### config.mk
export PLATFORM = sky130hd
export DESIGN_NAME = pwr_state_seq
export DESIGN_NICKNAME = d
export VERILOG_FILES = /design/src/rtl/pss_pkg.sv /design/src/rtl/pss_wake_filter.sv /design/src/rtl/pss_evt_flags.sv /design/src/rtl/pwr_state_seq.sv
export SDC_FILE = /design/constraint.sdc
export NUM_CORES = 1
export LEC_CHECK = 0
export BUFFER_PORTS_ARGS = -buffer_cell sky130_fd_sc_hd__buf_2
export CAP_MARGIN = 20
export CORE_UTILIZATION = 31
export DETAILED_ROUTE_END_ITERATION = 12
export SETUP_SLACK_MARGIN = 0.1
export SLEW_MARGIN = 10
export SYNTH_ARGS = -nofsm -noshare
export SYNTH_HDL_FRONTEND = slang
export SYNTH_HIERARCHICAL = 1
export SYNTH_SLANG_ARGS = --single-unit
export TNS_END_PERCENT = 10
### constraint.sdc
create_clock -name clk -period 1.7 [get_ports clk]
set_input_delay 0.34 -clock clk [delete_from_list [all_inputs] [get_ports clk]]
set_output_delay 0.34 -clock clk [all_outputs]
set_load 0.1 [all_outputs]
### src/rtl/pss_pkg.sv
package pss_pkg;

    typedef enum logic [2:0] {
        ST_ON      = 3'd0,
        ST_PART    = 3'd1,
        ST_DEEP    = 3'd2,
        ST_DN_COP  = 3'd3,
        ST_DN_GPIO = 3'd4,
        ST_UP_MAIN = 3'd5,
        ST_UP_GPIO = 3'd6
    } pss_state_e;

    localparam logic [1:0] CMD_PART = 2'b01;
    localparam logic [1:0] CMD_DEEP = 2'b10;

    typedef struct packed {
        logic wake;
        logic main;
        logic gpio;
        logic cop;
        logic sram;
    } pss_dom_t;

endpackage

### src/rtl/pss_wake_filter.sv
module pss_wake_filter #(
    parameter int FILT_CYC = 4
) (
    input  logic clk,
    input  logic rst_n,
    input  logic pin_n,
    output logic wake_low
);
    localparam int CW = (FILT_CYC > 2) ? $clog2(FILT_CYC) : 1;
    localparam logic [CW-1:0] CNT_MAX = CW'(FILT_CYC - 1);

    logic        s1_q, s2_q;
    logic [CW-1:0] cnt_q;
    logic        low_q;

    always_ff @(posedge clk or negedge rst_n) begin
        if (!rst_n) begin
            s1_q <= 1'b1;
            s2_q <= 1'b1;
        end else begin
            s1_q <= pin_n;
            s2_q <= s1_q;
        end
    end

    always_ff @(posedge clk or negedge rst_n) begin
        if (!rst_n) begin
            cnt_q <= '0;
            low_q <= 1'b0;
        end else if (s2_q) begin
            cnt_q <= '0;
            low_q <= 1'b0;
        end else begin
            if (cnt_q != CNT_MAX) cnt_q <= cnt_q + 1'b1;
            if (cnt_q == CNT_MAX) low_q <= 1'b1;
        end
    end

    assign wake_low = low_q;

    // the filtered low can only appear after a synchronised low sample
    assert_filter_after_low_R5: assert property (@(posedge clk) disable iff (!rst_n)
        $rose(low_q) |-> $past(!s2_q));

endmodule

### src/rtl/pss_evt_flags.sv
module pss_evt_flags #(
    parameter int NF = 2
) (
    input  logic          clk,
    input  logic          rst_n,
    input  logic [NF-1:0] evt,
    input  logic          clr_we,
    input  logic [NF-1:0] clr_data,
    output logic [NF-1:0] flags
);
    generate
        for (genvar i = 0; i < NF; i++) begin : g_flag
            logic f_q;
            always_ff @(posedge clk or negedge rst_n) begin
                if (!rst_n)                    f_q <= 1'b0;
                else if (evt[i])               f_q <= 1'b1;
                else if (clr_we && clr_data[i]) f_q <= 1'b0;
            end
            assign flags[i] = f_q;

            // write-one-to-clear empties the flag when no event arrives
            assert_w1c_clears_R6: assert property (@(posedge clk) disable iff (!rst_n)
                (clr_we && clr_data[i] && !evt[i]) |=> !flags[i]);
            // a set flag persists until cleared
            assert_flag_sticky_R6: assert property (@(posedge clk) disable iff (!rst_n)
                (flags[i] && !(clr_we && clr_data[i])) |=> flags[i]);
        end
    endgenerate

endmodule

### src/rtl/pwr_state_seq.sv
module pwr_state_seq
    import pss_pkg::*;
#(
    parameter int FILT_CYC = 4,
    parameter int NGPIO    = 7
) (
    input  logic             clk,
    input  logic             rst_n,
    input  logic             host_cmd_valid,
    input  logic [1:0]       host_cmd,
    input  logic             cop_ready,
    input  logic             cop_wake_req,
    input  logic             wake_pin_n,
    input  logic             ir_evt,
    input  logic             rtc_evt,
    input  logic             flag_clr_we,
    input  logic [1:0]       flag_clr_data,
    input  logic [NGPIO-1:0] gpio_wake,
    output logic             en_main,
    output logic             en_gpio,
    output logic             en_cop,
    output logic             en_sram,
    output logic             en_wake,
    output logic [2:0]       state_o,
    output logic [1:0]       event_flags,
    output logic             wake_pending
);
    localparam int NFLAG = 2;

    pss_state_e st_q, st_d;
    logic       ready_q;
    logic       pin_wake;
    logic       accept;
    pss_dom_t   dom;

    pss_wake_filter #(.FILT_CYC(FILT_CYC)) u_filt (
        .clk      (clk),
        .rst_n    (rst_n),
        .pin_n    (wake_pin_n),
        .wake_low (pin_wake)
    );

    pss_evt_flags #(.NF(NFLAG)) u_flags (
        .clk      (clk),
        .rst_n    (rst_n),
        .evt      ({rtc_evt, ir_evt}),
        .clr_we   (flag_clr_we),
        .clr_data (flag_clr_data),
        .flags    (event_flags)
    );

    assign wake_pending = (|event_flags) || (st_q == ST_PART && |gpio_wake);
    assign accept = (st_q == ST_ON) && ready_q && host_cmd_valid &&
                    (host_cmd == CMD_PART || host_cmd == CMD_DEEP);

    // ready handshake
    always_ff @(posedge clk or negedge rst_n) begin
        if (!rst_n)                          ready_q <= 1'b0;
        else if (accept)                     ready_q <= 1'b0;
        else if (st_q == ST_ON && cop_ready) ready_q <= 1'b1;
    end

    // state register
    always_ff @(posedge clk or negedge rst_n) begin
        if (!rst_n) st_q <= ST_ON;
        else        st_q <= st_d;
    end

    // next state
    always_comb begin
        st_d = st_q;
        unique case (st_q)
            ST_ON:      if (accept) st_d = (host_cmd == CMD_PART) ? ST_PART : ST_DN_COP;
            ST_PART:    if (cop_wake_req && wake_pending) st_d = ST_ON;
            ST_DN_COP:  st_d = ST_DN_GPIO;
            ST_DN_GPIO: st_d = ST_DEEP;
            ST_DEEP:    if (pin_wake) st_d = ST_UP_MAIN;
            ST_UP_MAIN: st_d = ST_UP_GPIO;
            ST_UP_GPIO: st_d = ST_ON;
            default:    st_d = ST_ON;
        endcase
    end

    // outputs
    always_comb begin
        dom = '{wake: 1'b1, main: 1'b1, gpio: 1'b1, cop: 1'b1, sram: 1'b1};
        unique case (st_q)
            ST_ON:      dom = '{wake: 1'b1, main: 1'b1, gpio: 1'b1, cop: 1'b1, sram: 1'b1};
            ST_PART:    dom = '{wake: 1'b0, main: 1'b0, gpio: 1'b1, cop: 1'b1, sram: 1'b1};
            ST_DN_COP:  dom = '{wake: 1'b1, main: 1'b1, gpio: 1'b1, cop: 1'b0, sram: 1'b1};
            ST_DN_GPIO: dom = '{wake: 1'b1, main: 1'b1, gpio: 1'b0, cop: 1'b0, sram: 1'b1};
            ST_DEEP:    dom = '{wake: 1'b1, main: 1'b0, gpio: 1'b0, cop: 1'b0, sram: 1'b1};
            ST_UP_MAIN: dom = '{wake: 1'b1, main: 1'b1, gpio: 1'b0, cop: 1'b0, sram: 1'b1};
            ST_UP_GPIO: dom = '{wake: 1'b1, main: 1'b1, gpio: 1'b1, cop: 1'b0, sram: 1'b1};
            default:    dom = '{wake: 1'b1, main: 1'b1, gpio: 1'b1, cop: 1'b1, sram: 1'b1};
        endcase
    end

    assign en_main = dom.main;
    assign en_gpio = dom.gpio;
    assign en_cop  = dom.cop;
    assign en_sram = dom.sram;
    assign en_wake = dom.wake;
    assign state_o = st_q;

    // the GPIO domain only drops after the coprocessor is already off
    assert_cop_off_first_R4: assert property (@(posedge clk) disable iff (!rst_n)
        $fell(en_gpio) |-> $past(!en_cop));
    // GPIO comes back only once main was already on
    assert_gpio_after_main_R5: assert property (@(posedge clk) disable iff (!rst_n)
        $rose(en_gpio) |-> $past(en_main));
    // coprocessor comes back only after GPIO and main
    assert_cop_last_on_R5: assert property (@(posedge clk) disable iff (!rst_n)
        $rose(en_cop) |-> ($past(en_gpio) && $past(en_main)));
    // leaving full-on requires a recorded ready
    assert_entry_needs_ready_R2: assert property (@(posedge clk) disable iff (!rst_n)
        (st_q == ST_ON && st_d != ST_ON) |-> ready_q);
    // outside partial standby only the flags can raise a pending wake
    assert_gpio_partial_only_R7: assert property (@(posedge clk) disable iff (!rst_n)
        (wake_pending && st_q != ST_PART) |-> (|event_flags));

endmodule

## After elaboration in Yosys (flattened, before gate mapping)

Cells that the tools add are included.

- Register bits after elaboration: 11
- Input port bits: 20
- Output and inout bits: 11
- Word-level logic and storage cells: 59

- $add $sub $neg: 1
- Equal/unequal tests: 13
- Mux-type cells: 16
- Reductions and logical operators: 21

Operators by type and width:

| cell | number |
|---|---|
| 5-bit case mux with 4 select lines | 1 |
| 3-bit case mux with 6 select lines | 1 |
| 2-bit nonzero test | 5 |
| 3-bit == test (second input constant) | 3 |
| 3-bit 2-to-1 mux | 3 |
| 1-bit logical AND | 8 |
| 1-bit 2-to-1 mux | 8 |
| 7-bit OR reduction | 1 |
| 3-bit by 2-bit == test with 1-bit output (second input constant) | 2 |
| 2-bit 2-to-1 mux | 3 |
| 2-bit OR reduction | 3 |
| 2-bit == test (second input constant) | 2 |
| 2-bit by 1-bit != test with 1-bit output (second input constant) | 2 |
| 2-bit != test (second input constant) | 2 |
| 3-bit by 1-bit == test with 1-bit output (second input constant) | 1 |
| 3-bit logical NOT | 1 |
| 3-bit AND reduction | 1 |
| 2-bit by 1-bit adder with 2-bit output (second input constant) | 1 |
| 2-bit by 1-bit == test with 1-bit output (second input constant) | 1 |
| 1-bit logical OR | 2 |

## Depth between registers and ports, before layout

- Depth in word-level cells: 6
- Depth in mapped cells: 5
- Gate-level depth less buffers: 5

## By module

Netlist, hierarchy kept.

Modules (own cells, without submodules):

| module | instances | cells an instance | area each (um2) | sequential area each (um2) |
|---|---|---|---|---|
| pwr_state_seq | 1 | 36 | 304.0 | 100.1 |
| pss_wake_filter | 1 | 12 | 173.9 | 127.6 |
| pss_evt_flags | 1 | 8 | 87.6 | 50.0 |

## Least setup slack after synthesis

No wires, ideal clock.

- Path type: flip-flop to output port
- Start point: register st_q[1] (netlist: state_o[1])
- End point: output en_cop
- Arrival: 2.733 ns
- Required time: 1.360 ns
- Setup slack: -1.373 ns
- Cell stages (with the launch flop): 4
- Path buffers: 1
- Cell sequence: dfrtp_1 -> buf_4 -> nor2b_1 -> a21oi_1

- Word-level cells in the longest chain between the ends: 3
- Elaborated cells on any way between the ends: 9
- Classes of those cells: eq/ne: 6; mux: 1; reduce/logical: 2

RTL lines:

| item | RTL line | source |
|---|---|---|
| start: declaration | pwr_state_seq.sv:30 | `pss_state_e st_q, st_d;` |
| start signal: assignment | pwr_state_seq.sv:66 | `else st_q <= st_d;` |
| 3-bit by 2-bit == test with 1-bit output or 3-bit == test (tied branches) | pwr_state_seq.sv:87 | `unique case (st_q)` |
| 2-bit OR reduction (no line) | -- |  |
| 5-bit case mux with 4 select lines * | pwr_state_seq.sv:87 |  |
| end: declaration | pwr_state_seq.sv:21 | `output logic en_cop,` |

Mark *: on every way between the ends. The rest lies on a longest branch, timed or not.

## Worst setup path after layout

- Start point: register st_q[1] (netlist: state_o[1])
- End point: output wake_pending

- Word-level cells in the longest chain between the ends: 3

RTL lines:

| item | RTL line | source |
|---|---|---|
| 3-bit by 1-bit == test with 1-bit output | pwr_state_seq.sv:52 | `assign wake_pending = (\|event_flags) \|\| (st_q == ST_PART && \|gpio_wake);` |
| 1-bit logical AND | pwr_state_seq.sv:52 |  |
| 1-bit logical OR | pwr_state_seq.sv:52 |  |
| end: declaration | pwr_state_seq.sv:26 | `output logic wake_pending` |

Every way passes these cells.

==> reports/metrics.yaml <==
grt_pass1_vias: 460
outcome: "finished, violations left"
fin_crit_sh_pct: 112
drt_pre_antenna_iters: 4
setup_ws_ns: -0.210
cts_tree: "done"
drtIter0Drc: 5
synthArstFlopShare_pct: 100
ys_ff_latch: 11
coreArea_um2: 1730
die_y_um: 44.7
holdPathStages: 1
rsz0062_at_grt: "true"
hold_ws_ns: 0.179
final_cells: 114
cp_slowest_cell: "dfrtp_4"
hold_viol: 0
clock-sinks: 11
whs_endpoint: "u_filt/s1_q"
max_stage_delay_ns: 0.47
areaGrowthSynthToFinish_pct: 57.1
drt-total-wl_um: 1150
detail-route-antenna-nets: 0
cts_setup_buffers: 0
synth.distinct_cells: 25
r2r_slack_ns: 0.34
skew_ns: 0.00340
antenna_found_initial: 0
numCtsBuffers: 3
synth_edf_count: 0
grt_pass1_wl_um: 1950
ys_seq_area_share_pct: 49.1
dp.cells: 109
cts.clk_slew.worst_paths_ns: 0.07
worstSetupStartpoint: "state_o[1]"
wl_met3_um: 71
clock-root-buffer: "clkbuf_4"
nNetsFinal: 112
syn_area_um2: 566
dieArea_um2: 2000
yosys-top-cells-area: "dfrtp_1, dfstp_2, buf_4, nor2_1, ha_1"
cp_max_fo: 4
drive_gt1_share_pct: 52.8
synth_cells: 56
crit_chain: "or3b_4, a21o_4, nand2_8, buf_12"
finalSetupViolCount: 3
initial_core_util_pct: 32.8
critPathKind: "reg -> out"
synth_nets: 78
cp-end-kind: "output pin"
yosysTopAreaCell: "dfrtp_1"
wl_met2_um: 570
clk_latency_ns: 0.26
htree_levels: 1
ff2ff_path_depth: 4
syn_avg_cell_area_um2: 10.1
r2r_end: "ready_q"
yosysTopAreaCellShare_pct: 39.8
yosys_warnings: 6
wl_met1_um: 511
cp.required_ns: 1.36
wl_per_cell_um: 10.1
die_w_um: 44.7
violations: "setup timing"
r2r_start: "state_o[1]"
yosysMostFrequentCell: "dfrtp_1"
top_layer_used: "met3"
routabilityCongestion: 0.696
max_cap_viol_count: 0
fin_crit_ns: 1.91
clockBufferDepth: 2
grt_remaining_overflow: 0
synthFlopType: "dfrtp_1"
grt_max_degree: 12
io_buffers: 29
track_usage_pct: 13.3
vias: 517
ioPinCount: 31
viasPerCell: 4.54
rows: 15
dp_hpwl_um: 945
synth_commonest_cells: "dfrtp_1, nor2_1, nand2_1"
hp-start: "wake_pin_n"
fmax_ghz: 0.523
antenna-diode-count: 0
hold_path_class: "in -> reg"
drv_slew: 0
drc: 0
cp-start-kind: "flip-flop"
crit_arrival_ns: 1.57
[per-stage QoR]
step / instance area (um^2) / setup slack [ns] / setup TNS [ns] / utilization (%)
detailed placement: 838 / 0.0330 / 0 / 48.6
floorplan: 613 / -0.410 / -1.35 / -
global placement: 838 / 0.0785 / 0 / 48.6
CTS: 880 / -0.226 / -0.343 / 50.9
global route: 888 / -0.258 / -0.453 / 51.4
finish: 888 / -0.210 / -0.301 / 51.4
[how the worst max path moves through the flow]
stage / to / slack, ns / cells past startpoint
5_1_grt: wake_pending / -0.26 / 4
3_5_place_dp: wake_pending / 0.03 / 5
6_report: wake_pending / -0.21 / 4
4_1_cts: wake_pending / -0.23 / 4
2_1_floorplan: wake_pending / -0.41 / 4
3_3_place_gp: wake_pending / 0.08 / 4
[cells by family after synthesis]
logic type,count (synthesis),synth area share [%]
adder cells (fa/ha/maj),2,4.42
multiplexers,2,3.54
AO/OA/AOI/OAI,11,13.9
buffers and inverters,6,6.64
other,1,0.663
XOR/XNOR,2,3.10
flip-flops,11,49.1
AND/OR/NAND/NOR,21,18.6
[registers in the layout (all words and copies together), names as in the netlist]
signal / cells
state_o: 3
u_filt/cnt_q: 2
u_flags/g_flag.f_q: 2
ready_q: 1
u_filt/s1_q: 1
u_filt/s2_q: 1
u_filt/wake_low: 1
[what timing repair did]
| item | CTS | global route |
|---|---|---|
| hold buffers | 1 | 0 |
| setup endpoints to repair | 6 | 6 |
| resized for setup | 2 | 2 |
| hold endpoints to repair | 9 | 0 |
| cloned | 0 | 0 |
[worst max-delay path: cells and delay by family (launching register included)]
kind	cells	cell delay, ns
flops	1	0.47
compound gates	1	0.22
buf+inv	1	0.16
simple gates	2	0.47
[area by class of cell]
type / instances / area, um^2
Clock buffer: 4 / 26.3
Fill cell: 168 / 838
Sequential cell: 11 / 284
Inverter: 2 / 7.51
Tap cell: 25 / 31.3
Multi-Input combinational cell: 39 / 298
Timing Repair Buffer: 33 / 241
[per-layer routing]
metal,vias to the layer above,GRT usage (%)
li1,261,-
met1,238,18.2
met2,18,21.5
met3,0,4.00
met4,0,1.82
met5,-,0
[cell usage in the layout, fill, tap and decap left out, types with 3 or more instances in the layout]
cell,instances
dfrtp_1,6
nand2_1,4
buf_2,25
buf_12,4
nor2_1,6
clkbuf_4,3
Power is not shown: default switching activity piles up to over one toggle a cycle in this logic, so the estimate is an artifact.
